<file path="src/rtl/can_bt_pkg.sv">
// Shared field layout, types and widths of the CAN bit timing unit.
// Assumes a 32-bit configuration word. The field positions are fixed
// because the surrounding controller decodes the same word.
package can_bt_pkg;
    localparam int CFG_W      = 32;
    localparam int BRP_W      = 10;
    localparam int TS1_W      = 4;
    localparam int TS2_W      = 3;
    localparam int SJW_W      = 2;
    localparam int BRP_LSB    = 0;
    localparam int TS1_LSB    = 16;
    localparam int TS2_LSB    = 20;
    localparam int SJW_LSB    = 24;
    localparam int LOOP_BIT   = 30;
    localparam int SILENT_BIT = 31;
    // quantum counter must hold segment 1 plus the largest extension
    localparam int QC_W       = TS1_W + 2;
    localparam logic [CFG_W-1:0] CFG_MASK = 32'hC37F_03FF;

    typedef struct packed {
        logic             silent;
        logic             loopback;
        logic [SJW_W-1:0] sjw;
        logic [TS2_W-1:0] ts2;
        logic [TS1_W-1:0] ts1;
        logic [BRP_W-1:0] brp;
    } bt_cfg_t;

    typedef enum logic [1:0] {
        SEG_SYNC = 2'd0,
        SEG_ONE  = 2'd1,
        SEG_TWO  = 2'd2
    } bt_seg_e;
endpackage

</file>
<file path="src/rtl/can_bt_cfg_reg.sv">
// Configuration word storage. Reserved bits are masked off on write, so
// they always read back as zero. Assumes writes come from a synchronous
// register bus.
module can_bt_cfg_reg
    import can_bt_pkg::*;
(
    input  logic             clk,
    input  logic             rst_n,
    input  logic             wr_en,
    input  logic [CFG_W-1:0] wr_data,
    output logic [CFG_W-1:0] rd_data,
    output bt_cfg_t          cfg
);
    logic [CFG_W-1:0] word_q;

    // store only the defined fields
    always_ff @(posedge clk) begin
        if (!rst_n)
            word_q <= '0;
        else if (wr_en)
            word_q <= wr_data & CFG_MASK;
    end

    assign rd_data      = word_q;
    assign cfg.brp      = word_q[BRP_LSB +: BRP_W];
    assign cfg.ts1      = word_q[TS1_LSB +: TS1_W];
    assign cfg.ts2      = word_q[TS2_LSB +: TS2_W];
    assign cfg.sjw      = word_q[SJW_LSB +: SJW_W];
    assign cfg.loopback = word_q[LOOP_BIT];
    assign cfg.silent   = word_q[SILENT_BIT];
endmodule

</file>
<file path="src/rtl/can_bt_prescaler.sv">
// Time-quantum prescaler. It emits one tick every (brp+1) clocks.
// A count left above a newly lowered limit ends at once, so the
// prescaler cannot hang after a reprogramming.
module can_bt_prescaler
    import can_bt_pkg::*;
(
    input  logic             clk,
    input  logic             rst_n,
    input  logic [BRP_W-1:0] brp,
    output logic             tick
);
    logic [BRP_W-1:0] cnt_q;

    assign tick = (cnt_q >= brp);

    // count clocks inside the current quantum
    always_ff @(posedge clk) begin
        if (!rst_n)
            cnt_q <= '0;
        else if (tick)
            cnt_q <= '0;
        else
            cnt_q <= cnt_q + BRP_W'(1);
    end
endmodule

</file>
<file path="src/rtl/can_bt_seq.sv">
// Bit segment sequencer. It steps through sync, phase 1 and phase 2 on each
// quantum tick. It makes one phase correction per bit from a falling edge
// of the received level, and restarts the bit on an edge while the bus is idle.
// Assumes rx_in is synchronous to clk. Edges are sampled at quantum rate.
module can_bt_seq
    import can_bt_pkg::*;
(
    input  logic             clk,
    input  logic             rst_n,
    input  logic             tick,
    input  logic [TS1_W-1:0] ts1,
    input  logic [TS2_W-1:0] ts2,
    input  logic [SJW_W-1:0] sjw,
    input  logic             bus_idle,
    input  logic             rx_in,
    output logic             sample_pt,
    output logic             tx_pt
);
    bt_seg_e         seg_q;
    logic [QC_W-1:0] qcnt_q, ext_q, shr_q;
    logic            done_q, prev_rx_q;

    logic            edge_fall, hard, resync, jump, bit_end;
    logic [QC_W-1:0] len1_base, len2_base, sjwq, qinc;
    logic [QC_W-1:0] ext_add, len1_eff, len2_cur, rem2, shr_nxt, len2_eff;

    // phase error, correction and segment end decisions for this tick
    always_comb begin
        edge_fall = prev_rx_q & ~rx_in;
        hard      = tick & edge_fall & bus_idle;
        resync    = tick & edge_fall & ~bus_idle & ~done_q;
        len1_base = QC_W'(ts1) + QC_W'(1);
        len2_base = QC_W'(ts2) + QC_W'(1);
        sjwq      = QC_W'(sjw) + QC_W'(1);
        qinc      = qcnt_q + QC_W'(1);
        ext_add   = (qinc < sjwq) ? qinc : sjwq;
        len1_eff  = len1_base + ext_q +
                    ((resync && seg_q == SEG_ONE) ? ext_add : '0);
        len2_cur  = len2_base - shr_q;
        rem2      = (qcnt_q < len2_cur) ? (len2_cur - qcnt_q) : QC_W'(1);
        jump      = resync && (seg_q == SEG_TWO) && (rem2 <= sjwq);
        shr_nxt   = (resync && seg_q == SEG_TWO && !jump) ? sjwq : shr_q;
        len2_eff  = len2_base - shr_nxt;
        bit_end   = (seg_q == SEG_TWO) && (qinc >= len2_eff);
        sample_pt = tick && !hard && !jump && (seg_q == SEG_ONE) &&
                    (qinc >= len1_eff);
        tx_pt     = tick && !hard && !jump && bit_end;
    end

    // advance the segment state once per quantum
    always_ff @(posedge clk) begin
        if (!rst_n) begin
            seg_q     <= SEG_SYNC;
            qcnt_q    <= '0;
            ext_q     <= '0;
            shr_q     <= '0;
            done_q    <= 1'b0;
            prev_rx_q <= 1'b1;
        end else if (tick) begin
            prev_rx_q <= rx_in;
            if (hard || jump) begin
                seg_q  <= SEG_ONE;
                qcnt_q <= '0;
                ext_q  <= '0;
                shr_q  <= '0;
                done_q <= 1'b1;
            end else begin
                case (seg_q)
                    SEG_SYNC: begin
                        seg_q  <= SEG_ONE;
                        qcnt_q <= '0;
                        done_q <= done_q | resync;
                    end
                    SEG_ONE: begin
                        done_q <= done_q | resync;
                        if (qinc >= len1_eff) begin
                            seg_q  <= SEG_TWO;
                            qcnt_q <= '0;
                        end else begin
                            qcnt_q <= qinc;
                            ext_q  <= len1_eff - len1_base;
                        end
                    end
                    SEG_TWO: begin
                        if (bit_end) begin
                            seg_q  <= SEG_SYNC;
                            qcnt_q <= '0;
                            ext_q  <= '0;
                            shr_q  <= '0;
                            done_q <= 1'b0;
                        end else begin
                            qcnt_q <= qinc;
                            shr_q  <= shr_nxt;
                            done_q <= done_q | resync;
                        end
                    end
                    default: begin
                        seg_q  <= SEG_SYNC;
                        qcnt_q <= '0;
                    end
                endcase
            end
        end
    end
endmodule

</file>
<file path="src/rtl/can_bit_timer.sv">
// Top of the CAN bit timing unit. It joins the configuration word, the
// prescaler and the segment sequencer. It applies the loopback and silent
// paths and latches the received bit at each sample point.
// Assumes rx_pin and bus_idle are synchronous to clk.
module can_bit_timer
    import can_bt_pkg::*;
(
    input  logic        clk,
    input  logic        rst_n,
    input  logic        cfg_wr_en,
    input  logic [31:0] cfg_wr_data,
    output logic [31:0] cfg_rd_data,
    input  logic        bus_idle,
    input  logic        rx_pin,
    input  logic        tx_bit,
    output logic        tx_pin,
    output logic        rx_bit,
    output logic        tq_tick,
    output logic        sample_pt,
    output logic        tx_pt,
    output logic        silent_mode,
    output logic        loopback_mode
);
    bt_cfg_t cfg;
    logic    rx_eff;

    can_bt_cfg_reg u_cfg (
        .clk     (clk),
        .rst_n   (rst_n),
        .wr_en   (cfg_wr_en),
        .wr_data (cfg_wr_data),
        .rd_data (cfg_rd_data),
        .cfg     (cfg)
    );

    can_bt_prescaler u_psc (
        .clk   (clk),
        .rst_n (rst_n),
        .brp   (cfg.brp),
        .tick  (tq_tick)
    );

    // silent forces recessive out; loopback feeds the output back in
    assign tx_pin = cfg.silent ? 1'b1 : tx_bit;
    assign rx_eff = cfg.loopback ? tx_pin : rx_pin;

    can_bt_seq u_seq (
        .clk       (clk),
        .rst_n     (rst_n),
        .tick      (tq_tick),
        .ts1       (cfg.ts1),
        .ts2       (cfg.ts2),
        .sjw       (cfg.sjw),
        .bus_idle  (bus_idle),
        .rx_in     (rx_eff),
        .sample_pt (sample_pt),
        .tx_pt     (tx_pt)
    );

    // hold the level seen at the last sample point
    always_ff @(posedge clk) begin
        if (!rst_n)
            rx_bit <= 1'b1;
        else if (sample_pt)
            rx_bit <= rx_eff;
    end

    assign silent_mode   = cfg.silent;
    assign loopback_mode = cfg.loopback;
endmodule

</file>
<file path="config.mk">
export PLATFORM = sky130hd
export DESIGN_NAME = can_bit_timer
export DESIGN_NICKNAME = d
export VERILOG_FILES = /design/src/rtl/can_bt_pkg.sv /design/src/rtl/can_bt_cfg_reg.sv /design/src/rtl/can_bt_prescaler.sv /design/src/rtl/can_bt_seq.sv /design/src/rtl/can_bit_timer.sv
export SDC_FILE = /design/constraint.sdc
export NUM_CORES = 1
export LEC_CHECK = 0
export BUFFER_PORTS_ARGS = -buffer_cell sky130_fd_sc_hd__buf_2
export CAP_MARGIN = 20
export CORE_MARGIN = 2
export CORE_UTILIZATION = 25
export CTS_CLUSTER_DIAMETER = 30
export CTS_CLUSTER_SIZE = 20
export DETAILED_ROUTE_END_ITERATION = 16
export GPL_ROUTABILITY_DRIVEN = 0
export MAX_ROUTING_LAYER = met4
export SLEW_MARGIN = 40
export SYNTH_ARGS = -nofsm -noshare
export SYNTH_HDL_FRONTEND = slang
export SYNTH_SLANG_ARGS = --single-unit
</file>
<file path="constraint.sdc">
create_clock -name clk -period 16.06 [get_ports clk]
set_input_delay 1.606 -clock clk [delete_from_list [all_inputs] [get_ports clk]]
set_output_delay 1.606 -clock clk [all_outputs]
set_load 0.01 [all_outputs]
</file>
Word level (Yosys, flattened, before mapping):

Index checks and enable logic that the tools add are counted.

* $add $sub $neg: 11
* multiply operators: 0
* divide/modulo/power cells: 0
* magnitude comparators: 6
* equality and inequality tests: 5
* shift-type cells: 0
* mux-type cells: 24
* bitwise gates (word level): 10
* reduce and logical (&&, ||, !) cells: 23

Operators with widths (count)
* two-way mux 6 bit: 13
* case mux 6 bit (2 select lines): 2
* subtractor 6 bit: 4
* adder 6 bit: 2
* greater-or-equal comparator 6 bit: 2
* < comparator 6 bit: 2
* adder 10 x 1 -> 10 bit, second input constant: 1
* greater-or-equal comparator 10 bit: 1
* logical AND 1 bit: 10
* adder 6 x 1 -> 6 bit, second input constant: 1
* <= comparator 6 bit: 1
* two-way mux 2 bit: 3
* inequality test 3 bit, second input constant: 2
* case mux 2 bit (3 select lines): 1
* nonzero test 3 bit: 2
* adder 4 x 1 -> 5 bit, second input constant: 1
* bitwise AND 1 bit: 5
* adder 3 x 1 -> 4 bit, second input constant: 1
* two-way mux 1 bit: 4
* inverter 1 bit: 4
* AND reduction 2 bit: 2
* AND reduction 4 bit: 1
* OR reduction 2 bit: 2
* adder 2 x 1 -> 3 bit, second input constant: 1
* other kinds (10): 11

* flip-flop bits (word level): 54
* latch bits: 0
* memory bits (writable): 0
* ROM bits: 0
* memories: 0

Depth between registers and ports, before layout:

Gate-level depths: netlist of the first run.

* depth after elaboration: 18
* mapped depth: 36

Modules after synthesis:

From an unflattened synthesis of the first run, not the netlist that was laid out.

* cells, all modules: 517
* area, all modules: 4600.7 µm²

By module, submodules not included
* can_bt_seq: times used 1, cells an instance 329, area an instance 2781.4 µm², seq. area each 440.4 µm²
* can_bt_cfg_reg: times used 1, cells an instance 101, area an instance 1064.8 µm², seq. area each 420.4 µm²
* can_bt_prescaler: times used 1, cells an instance 79, area an instance 690.7 µm², seq. area each 200.2 µm²
* can_bit_timer: times used 1, cells an instance 8, area an instance 63.8 µm², seq. area each 20.0 µm²

Least setup slack after synthesis of the first run:

OpenSTA, ideal clock, no wires.

* path type: register to output
* from: reg u_cfg.word_q[20], in the netlist u_cfg.rd_data[20]
* to: out tx_pt
* arrival time: 5761 ps
* data required time: 14454 ps
* path slack: 8693 ps
* stages on the path, launching flop included: 35
* path buffers: 1
* path through: dfxtp_1 -> ha_1 -> ha_1 -> nor2b_1 -> o21ai_0 -> nand2b_1 -> a21oi_1 -> nor2_1 -> xnor2_1 -> ha_1 -> nand4_1 -> o22a_1 -> o31ai_2 -> nor2_1 -> ha_1 -> nor2b_1 -> o21a_1 -> o21ai_0 -> o211ai_1 -> and4_1 -> buf_2 -> mux2_2 -> ha_1 -> inv_1 -> fa_1 -> nand2_1 -> nand2_1 -> a21oi_1 -> xnor2_1 -> ha_1 -> a21o_1 -> a21oi_1 -> o21ai_0 -> nand2_1 -> nor2_1

* cells in the longest elaborated chain, start to end: 13
* elaborated cells between the ends (all ways): 15
* those cells by class: add/sub (4); order compare (3); mux (2); reduce/logical (6)

Ends and longest elaborated chain
* from (decl): line can_bt_cfg_reg.sv:14 `logic [CFG_W-1:0] word_q;`
* from (signal assigned): line can_bt_cfg_reg.sv:21 `word_q <= wr_data & CFG_MASK;`
* adder 3 x 1 -> 4 bit *: line can_bt_seq.sv:33 `len2_base = QC_W'(ts2) + QC_W'(1);`
* subtractor 6 bit: line can_bt_seq.sv:39 `len2_cur = len2_base - shr_q;`
* subtractor 6 bit or < comparator 6 bit (tied branches): line can_bt_seq.sv:40 `rem2 = (qcnt_q < len2_cur) ? (len2_cur - qcnt_q) : QC_W'(1);`
* two-way mux 6 bit: line can_bt_seq.sv:40
* <= comparator 6 bit: line can_bt_seq.sv:41 `jump = resync && (seg_q == SEG_TWO) && (rem2 <= sjwq);`
* logical AND 1 bit: line can_bt_seq.sv:41
* logical NOT 1 bit: line can_bt_seq.sv:42, can_bt_seq.sv:47
* logical AND 1 bit: line can_bt_seq.sv:42 `shr_nxt = (resync && seg_q == SEG_TWO && !jump) ? sjwq : shr_q;`
* two-way mux 6 bit: line can_bt_seq.sv:42
* subtractor 6 bit: line can_bt_seq.sv:43 `len2_eff = len2_base - shr_nxt;`
* greater-or-equal comparator 6 bit: line can_bt_seq.sv:44 `bit_end = (seg_q == SEG_TWO) && (qinc >= len2_eff);`
* logical AND 1 bit: line can_bt_seq.sv:44
* logical AND 1 bit *: line can_bt_seq.sv:47 `tx_pt = tick && !hard && !jump && bit_end;`
* to (decl): line can_bit_timer.sv:20 `output logic tx_pt,`

Mark *: on every way between the ends. The rest lies on a longest branch, timed or not.

Worst setup path in the final report of the first run:

Same ends and word-level chain as after synthesis.

==> qor.txt, run 1 <==
CTS Buf Count = 5
top cells by area, synth = dfxtp_1, ha_1, mux2i_1
fin crit share = 53.2%
DP HPWL = 7390 µm
Hold-fix buffers, CTS = 0
WP data arrival = 6.94 ns
I/O Pins = 77
antenna violations before repair = 0
Clock Power Share = 33.1%
CTS Sinks = 54
main flop type after synthesis = dfxtp_1
internal power = 0.260 mW
CP Launch Type = flop
proportion of layout cells with a drive suffix above 1 = 14.3%
Pwr Density = 76.9 nW/µm²
Synth Instances = 494
most frequent CP cell = ha_1
P_sw = 0.121 mW
Syn. warnings = 0
VDD IR max = 0.0413 mV
TNS Setup = 0 ns
Hold Crit Class = reg -> reg
max-cap violations = 0
Yosys top cell area share = 24.9%
DP Area = 4790 µm²
full die area = 18400 µm²
vias in the first global route = 3158
Setup Buffers After CTS = 0
Slowest-stage cell, CP = dfxtp_1
post-synthesis simple-gate area fraction = 17.5%
fin area = 4950 µm²
Cells after DPL = 761
Routed Antenna Nets = 0
GRT Overall Usage = 10.8%
final setup fails = 0
XOR/XNOR Fraction of Synth Area = 6.06%
number of flops mapped to enable cells by yosys = 0
max incr delay on CP = 0.44 ns
CTS Root Cell = clkbuf_16
# port buffers = 54
Remaining Overflow, GRT = 0
die width = 136 µm
via count = 3365
post-synth top area cell = dfxtp_1
sequential element share of the synthesized area = 24.9%
multiplexer share of the synthesized area = 6.06%
Post-CTS Resized = 0
power share of the combinational group = 28.5%
Worst slew margin = 55.6%
worst reg2reg startpoint = u_cfg.rd_data[20]
via density per instance = 4.38
DR DRC count = 0
register bit total from synthesis = 54
Die Y-Extent = 136 µm
unrepaired setup endpoints after global routing = no
Routed WL = 9330 µm
first-pass GRT wire length = 15400 µm
fin cells = 769
Diodes inserted = 0
fin crit period = 8.55 ns
LEAKAGE = 2.30 nW
Mapped Area = 4330 µm²
clk_lat worst skew = 0.31 ns
Sw Share = 31.8%
Compound-Gate Fraction of Synth Area = 15.4%
Synth cell types = 69
clock-pin transition on the worst setup and hold timing paths = 0.08 ns
Tightest Pin Transition = 0.665 ns
crit path from = u_cfg.rd_data[20]
min-delay src = u_seq.ext_q[0]
Max Slew Vio Count = 0
htree depth = 2
Core Box Area = 17100 µm²
post-synthesis adder-cell area fraction = 21.4%
Async S/R FF share, synth = 0%
WS Path Type = reg -> out
Pre-antenna DRT Iters = 4
pin count of the biggest net entering global routing = 35
Hold Violations, Final = 0
area grow syn2layout = 14.4%
worst-path fanout max = 11
Highest Clock Rate = 117 MHz
Crit. End Element = output pin
initial DRC count = 88
largest family of logic cells by synthesized area = adder cells
syn avg cell area = 8.77 µm²
CTS tree = done
Seq pwr share = 38.4%
WL/cell = 12.1 µm
CP Data Required Time = 14.45 ns
layout net count = 649
final clock skew = 0.0119 ns
CTS max path bufs = 2
status = finished clean
Starting Density = 25.3%
Core Rows = 48
cell usage after synthesis, drive strengths merged, types with 3 or more instances:
master	count
o211ai	4
nor2b	27
a211oi	3
a21oi	16
mux2i	24
nor4	3
nor2	34
buf	17
nor3	9
xor2	12
o21ai	15
and3	6
fa	10
a22o	10
nand3	15
a21boi	3
dfxtp	54
and2	7
nand2	22
xnor2	18
clkbuf	6
inv	60
nand2b	7
a21o	8
ha	58
a32o	3
layout by cell type, fill, tap and decap left out, drive strengths merged, types with 3 or more instances in the layout:
| cell type | instances |
|---|---|
| a211oi | 3 |
| a21boi | 3 |
| a21o | 8 |
| a21oi | 16 |
| a22o | 10 |
| a32o | 3 |
| and2 | 7 |
| and3 | 6 |
| buf | 54 |
| clkbuf | 6 |
| conb | 13 |
| dfxtp | 54 |
| fa | 10 |
| ha | 58 |
| inv | 60 |
| mux2i | 24 |
| nand2 | 22 |
| nand2b | 7 |
| nand3 | 15 |
| nor2 | 34 |
| nor2b | 27 |
| nor3 | 9 |
| nor4 | 3 |
| o211ai | 4 |
| o21ai | 15 |
| xnor2 | 18 |
| xor2 | 12 |
state kept, by name, indices dropped and copies added, names as in the netlist:
signal,flops
rx_bit,1
u_cfg.rd_data,21
u_psc.cnt_q,10
u_seq.done_q,1
u_seq.ext_q,6
u_seq.prev_rx_q,1
u_seq.qcnt_q,6
u_seq.seg_q,2
u_seq.shr_q,6
per-stage QoR:
| stage | hold slack [ns] | setup slack (ns) | utilization [%] | power, mW |
|---|---|---|---|---|
| after detailed placement | 0.450 | 7.77 | 28.0 | 0.258 |
| after global routing | 0.487 | 6.87 | 28.9 | 0.406 |
| after global placement | 0.449 | 7.78 | 28.0 | 0.257 |
| after floorplan | 0.432 | 8.69 | - | 0.233 |
| final | 0.465 | 7.51 | 28.9 | 0.381 |
| after CTS | 0.469 | 7.42 | 28.9 | 0.387 |
final cells by class:
type | instances | area (µm²)
timing repair buffer | 54 | 270
sequential | 54 | 1080
fill | 1845 | 12200
multi-input combinational | 367 | 2930
clock inverter | 2 | 37.5
tap | 225 | 282
inverter | 61 | 230
clock buffer | 6 | 129
kinds of logic (layout without fill, tap and decap cells):
kind of cell | after synthesis | in the layout
buf+inv | 84 | 123
mux | 26 | 26
xor+xnor | 30 | 30
flops | 54 | 54
fa+ha+maj | 68 | 68
other cells | 2 | 13
compound gates | 87 | 87
simple gates | 143 | 143
worst max-delay path, delay by kind of cell (launching register included):
family / cells / cell delay [ns]
and+or+nand+nor: 11 / 1.30
xor gates and xnor gates: 2 / 0.28
buffers and inverters: 2 / 0.19
DFF: 1 / 0.44
adders and majority gates: 7 / 2.19
muxes: 1 / 0.28
AOI/OAI and AO/OA: 11 / 1.92
layer usage:
metal / track usage [%] / vias up / part of all wire (%)
met3: 2.02 / 9 / 3.1
met2: 16.2 / 53 / 44
met5: - / - / 0
met4: 3.18 / 0 / 1.4
li1: - / 1775 / -
met1: 14.7 / 1528 / 52
worst paths after layout:
check / to / slack (ns) / cells past startpoint
max: tx_pt / 7.51 / 34
min: u_seq.ext_q[0] / 0.46 / 1
max reg2reg: u_seq.qcnt_q[0] / 8.55 / 35
min reg2reg: u_seq.ext_q[0] / 0.46 / 1
power groups by stage:
stage / Sequential [mW] / Clock (mW) / Combinational (mW)
3_3_place_gp: 0.149 / 0 / 0.108
4_1_cts: 0.146 / 0.130 / 0.110
6_report: 0.146 / 0.126 / 0.109
2_1_floorplan: 0.149 / 0 / 0.0839
3_5_place_dp: 0.149 / 0 / 0.109
5_1_grt: 0.147 / 0.135 / 0.123
Power figures use the tool's default switching activity.
==> run 2: changes to the inputs <==
Clock period 16.06 ns to 7.8 ns, I/O delays scaled along.
==> qor.txt, run 2 (synthesis gave the netlist of run 1 again) <==
fin crit period = 7.37 ns
VDD IR max = 0.0972 mV (+140%)
I/O Pins = 77 (unchanged)
P_sw = 0.249 mW (+110%)
worst-path fanout max = 11 (unchanged)
fin crit share = 94.4%
most frequent CP cell = ha_1
internal power = 0.539 mW (+110%)
crit path to = tx_pt
layout net count = 650 (+0.15%)
via count = 3404 (+1.2%)
DP HPWL = 7460 µm (+0.96%)
htree depth = 2 (unchanged)
CP Launch Type = flop
crit path from = u_cfg.rd_data[20]
TNS Setup = 0 ns (unchanged)
DR DRC count = 0 (unchanged)
delay-heaviest family, CP = compound AO/OA/AOI/OAI gates
Slowest-stage cell, CP = ha_1
Routed WL = 9400 µm (+0.72%)
unrepaired setup endpoints after global routing = no
clk_lat worst skew = 0.30 ns (about the same)
max-cap violations = 0 (unchanged)
most common cell after layout, fill and taps aside = inv_1
die width = 136 µm (unchanged)
Crit. End Element = output pin
Tightest Pin Transition = 0.670 ns (+0.00498 ns)
CP Buf/Inv Count = 1 (-1)
CTS max path bufs = 2 (unchanged)
vias in the first global route = 3175 (+0.54%)
WS Path Type = reg -> out
# port buffers = 54 (unchanged)
final clock skew = 0.0111 ns (-0.000756 ns)
pin count of the biggest net entering global routing = 35 (unchanged)
Core Rows = 48 (unchanged)
CTS Sinks = 54 (unchanged)
hold_ws = 0.465 ns (-0.0000590 ns)
most frequent cells in the layout = inv_1, ha_1, buf_2
Seq pwr share = 38.2% (-0.2 points)
initial DRC count = 116 (+32%)
Sw Share = 31.6% (-0.11 points)
max reg flops = 21 (unchanged)
Die Y-Extent = 136 µm (unchanged)
max incr delay on CP = 0.41 ns (-0.03 ns)
Pre-antenna DRT Iters = 4 (unchanged)
WP depth = 32 (-5.9%)
status = finished clean
Starting Density = 25.3% (unchanged)
WL/cell = 12.2 µm (+0.59%)
worst reg2reg startpoint = u_cfg.rd_data[20]
Hold-fix buffers, CTS = 0 (unchanged)
CTS tree = done
Max Slew Vio Count = 0 (unchanged)
area grow syn2layout = 14.9%
CTS Buf Count = 5 (unchanged)
Diodes inserted = 0 (unchanged)
CTS Root Cell = clkbuf_16
Hold Crit Class = reg -> reg
GRT Overall Usage = 10.7% (-0.021 points)
power share of the combinational group = 29.2% (+0.7 points)
Worst slew margin = 55.3% (-0.33 points)
Routed Antenna Nets = 0 (unchanged)
Clock Power Share = 32.6% (-0.5 points)
Pwr Density = 158 nW/µm² (+110%)
Remaining Overflow, GRT = 0 (unchanged)
LEAKAGE = 2.31 nW (+0.41%)
first-pass GRT wire length = 15400 µm (+0.14%)
end of the worst register-to-register path = u_seq.qcnt_q[0]
clock-pin transition on the worst setup and hold timing paths = 0.07 ns (about the same)
Core Box Area = 17100 µm² (unchanged)
final setup fails = 0 (unchanged)
antenna violations before repair = 0 (unchanged)
full die area = 18400 µm² (unchanged)
Hold Violations, Final = 0 (unchanged)
Worst R2R Path Depth = 35 (unchanged)
CP Data Required Time = 7.02 ns (-7.43 ns)
flop-to-flop setup slack = 0.68 ns (-7.87 ns)
proportion of layout cells with a drive suffix above 1 = 15.0% (+0.71 points)
Highest Clock Rate = 136 MHz
WP data arrival = 6.59 ns (-0.35 ns)
via density per instance = 4.42 (+1.0%)
[run 2: metal layers]
layer / vias to the layer above / global-route usage (%) / part of all wire [%]
met3: 8 / 1.98 / 3.5
met2: 56 / 16.7 / 44
li1: 1782 / - / -
met1: 1558 / 14.3 / 51
met4: 0 / 3.13 / 1.2
met5: - / - / 0
[run 2: metrics by stage]
stage | instance area, µm² | std cells | worst slack, ns | util [%] | power, mW
2_1_floorplan | 4370 | 505 | 1.26 | - | 0.480
3_3_place_gp | 4800 | 762 | 0.433 | 28.0 | 0.531
3_5_place_dp | 4800 | 762 | 0.383 | 28.0 | 0.534
4_1_cts | 4960 | 770 | 0.0635 | 29.0 | 0.797
5_1_grt | 4980 | 770 | 0.000505 | 29.1 | 0.841
6_report | 4980 | 770 | 0.435 | 29.1 | 0.788
[run 2: timing repair]
item,4_1_cts,5_1_grt
gates resized for setup,0,6
setup endpoints to repair,0,14
setup buffers,0,0
[run 2: power groups by stage]
stage                     combinational, mW  clock (mW)  sequential, mW
after floorplan                       0.173           0           0.308
after global placement                0.223           0           0.307
after detailed placement              0.226           0           0.307
after CTS                             0.227       0.268           0.301
after global routing                  0.261       0.277           0.303
final                                 0.230       0.257           0.301
[run 2: area by class of cell]
cell class                      count  area [µm²]
Tap cell                          225         282
Clock buffer                        7         133
Timing Repair Buffer               55         278
Sequential cell                    54        1080
Inverter                           61         230
Clock inverter                      1        30.0
Fill cell                        1842       12100
Multi-Input combinational cell    367        2940
[run 2: worst min path at each step]
stage                        start             end  cells after the start
floorplan           u_seq.ext_q[0]  u_seq.ext_q[0]                      1
global placement    u_seq.ext_q[0]  u_seq.ext_q[0]                      1
detailed placement  u_seq.ext_q[0]  u_seq.ext_q[0]                      1
CTS                 u_seq.ext_q[0]  u_seq.ext_q[0]                      1
global route        u_seq.ext_q[0]  u_seq.ext_q[0]                      1
finish              u_seq.ext_q[0]  u_seq.ext_q[0]                      1
==> run 3: changes to the inputs <==
Settings changed: CORE_UTILIZATION 25 to 38, GPL_TIMING_DRIVEN set to 0.
==> qor.txt, run 3 (synthesis gave the netlist of run 1 again) <==
status = finished clean
end of the worst register-to-register path = u_seq.qcnt_q[0]
GRT Overall Usage = 16.3% (+5.5 points)
internal power = 0.548 mW (+1.8%)
CP Launch Type = flop
power share of the combinational group = 30.5% (+1.3 points)
Remaining Overflow, GRT = 0 (unchanged)
VDD IR max = 0.106 mV (+9.3%)
Crit. End Element = output pin
Core Box Area = 11000 µm² (-36%)
CTS tree = done
Die Y-Extent = 111 µm (-18%)
Hold Violations, Final = 0 (unchanged)
area grow syn2layout = 16.3%
Routed Antenna Nets = 0 (unchanged)
Pwr Density = 159 nW/µm² (+0.40%)
flop-to-flop setup slack = 0.83 ns (+0.15 ns)
most frequent CP cell = ha_1
max-cap violations = 0 (unchanged)
layout net count = 673 (+3.5%)
Highest Clock Rate = 139 MHz (+2.0%)
DR DRC count = 0 (unchanged)
proportion of layout cells with a drive suffix above 1 = 18.0% (+2.9 points)
antenna violations before repair = 0 (unchanged)
clock-pin transition on the worst setup and hold timing paths = 0.07 ns (about the same)
Tightest Pin Transition = 0.761 ns (+0.0905 ns)
unrepaired setup endpoints after global routing = no
final setup fails = 0 (unchanged)
Fill cells = 1077 (-42%)
multi-input logic area = 2960 µm² (+0.60%)
post-place setup slack = 0.397 ns (+0.0137 ns)
CTS Sinks = 54 (unchanged)
via count = 3535 (+3.8%)
# port buffers = 53 (-1.9%)
full die area = 12300 µm² (-33%)
most common cell after layout, fill and taps aside = inv_1
WS Path Type = reg -> out
CTS Root Cell = clkbuf_16
P_sw = 0.253 mW (+1.3%)
DP HPWL = 7970 µm (+6.9%)
Worst R2R Path Depth = 35 (unchanged)
CTS Buf Count = 5 (unchanged)
Hold Crit Class = reg -> reg
Routed WL = 9610 µm (+2.3%)
Pre-antenna DRT Iters = 4 (unchanged)
Sw Share = 31.5% (-0.096 points)
Core Rows = 38 (-21%)
fin worst setup slack = 0.580 ns (+0.146 ns)
initial DRC count = 145 (+25%)
htree depth = 2 (unchanged)
WL/cell = 13.6 µm (+11%)
final clock skew = 0.00674 ns (-0.00440 ns)
first-pass GRT wire length = 16400 µm (+6.5%)
CP Data Required Time = 7.02 ns (about the same)
Max Slew Vio Count = 0 (unchanged)
WHS Path Cells = 1 (unchanged)
most frequent cells in the layout = inv_1, ha_1, buf_2
LEAKAGE = 2.40 nW (+3.8%)
I/O Pins = 77 (unchanged)
fin crit period = 7.22 ns (-0.146 ns)
max reg flops = 21 (unchanged)
via density per instance = 4.99 (+13%)
die width = 111 µm (-18%)
Diodes inserted = 0 (unchanged)
Reg area = 1090 µm² (+0.35%)
pin count of the biggest net entering global routing = 17 (-51%)
WP data arrival = 6.44 ns (-0.15 ns)
Clock Power Share = 31.9% (-0.7 points)
crit path to = tx_pt
Worst slew margin = 49.3% (-6.0 points)
fin crit share = 92.6% (-1.9 points)
worst reg2reg startpoint = u_cfg.rd_data[20]
vias in the first global route = 3513 (+11%)
crit path from = u_cfg.rd_data[20]
CTS max path bufs = 2 (unchanged)
hold_ws = 0.470 ns (+0.00564 ns)
Starting Density = 39.5% (+14 points)
Seq pwr share = 37.6% (-0.6 points)
clk_lat worst skew = 0.30 ns (about the same)
max incr delay on CP = 0.43 ns (+0.02 ns)
TNS Setup = 0 ns (unchanged)
worst-path fanout max = 10 (-1)
Slowest-stage cell, CP = fa_1
Hold-fix buffers, CTS = 0 (unchanged)
run 3: critical path, delay by kind of cell, from the launching register on:
| family | cells | cell delay (ns) |
|---|---|---|
| adders and majority gates | 7 | 2.23 |
| buffers and inverters | 5 | 0.51 |
| muxes | 1 | 0.24 |
| DFF | 1 | 0.37 |
| and+or+nand+nor | 7 | 0.72 |
| AOI/OAI and AO/OA | 12 | 1.80 |
| xor gates and xnor gates | 2 | 0.27 |
run 3: metal layers:
layer | part of all wire, % | GRT usage (%) | vias up
met1 | 48 | 20.3 | 1637
met2 | 47 | 27.4 | 66
met5 | 0 | - | -
li1 | - | - | 1822
met4 | 1.1 | 3.83 | 0
met3 | 4.1 | 2.95 | 10
run 3: layout make-up:
| type | count | share of cell area [%] |
|---|---|---|
| repair buffers | 55 | 5.56 |
| multi-input cells | 367 | 58.8 |
| flip-flops and latches | 54 | 21.6 |
| inverters | 61 | 4.57 |
| well taps | 140 | 3.48 |
| clock buffers | 6 | 2.56 |
| clock inverters | 2 | 0.745 |
| plain buffers | 23 | 2.76 |
run 3: through the flow:
| step | instance area, µm² | std cells | total power [mW] | utilization [%] |
|---|---|---|---|---|
| final | 5040 | 708 | 0.801 | 45.9 |
| after global routing | 5040 | 708 | 0.852 | 45.9 |
| after CTS | 4980 | 706 | 0.797 | 45.4 |
| after detailed placement | 4810 | 698 | 0.542 | 43.8 |
| after global placement | 4810 | 698 | 0.533 | 43.8 |
| after floorplan | 4370 | 505 | 0.480 | - |
run 3: worst min-delay path by stage:
stage	startpoint	to	slack, ns
after global placement	u_seq.ext_q[0]	u_seq.ext_q[0]	0.45
after floorplan	u_seq.ext_q[0]	u_seq.ext_q[0]	0.43
final	u_seq.ext_q[0]	u_seq.ext_q[0]	0.47
after global routing	u_seq.ext_q[0]	u_seq.ext_q[0]	0.49
after CTS	u_seq.ext_q[0]	u_seq.ext_q[0]	0.47
after detailed placement	u_seq.ext_q[0]	u_seq.ext_q[0]	0.46
run 3: power by group through the flow:
| stage | clock (mW) | sequential [mW] | combinational [mW] |
|---|---|---|---|
| after CTS | 0.260 | 0.301 | 0.236 |
| after global routing | 0.272 | 0.304 | 0.276 |
| after floorplan | 0 | 0.308 | 0.173 |
| after detailed placement | 0 | 0.307 | 0.234 |
| after global placement | 0 | 0.307 | 0.226 |
| final | 0.255 | 0.301 | 0.245 |
run 3: timing repair:
item | 4_1_cts | 5_1_grt
resized for setup | 0 | 11
buffers inserted | 0 | 2
endpoints found under the setup margin | 0 | 21
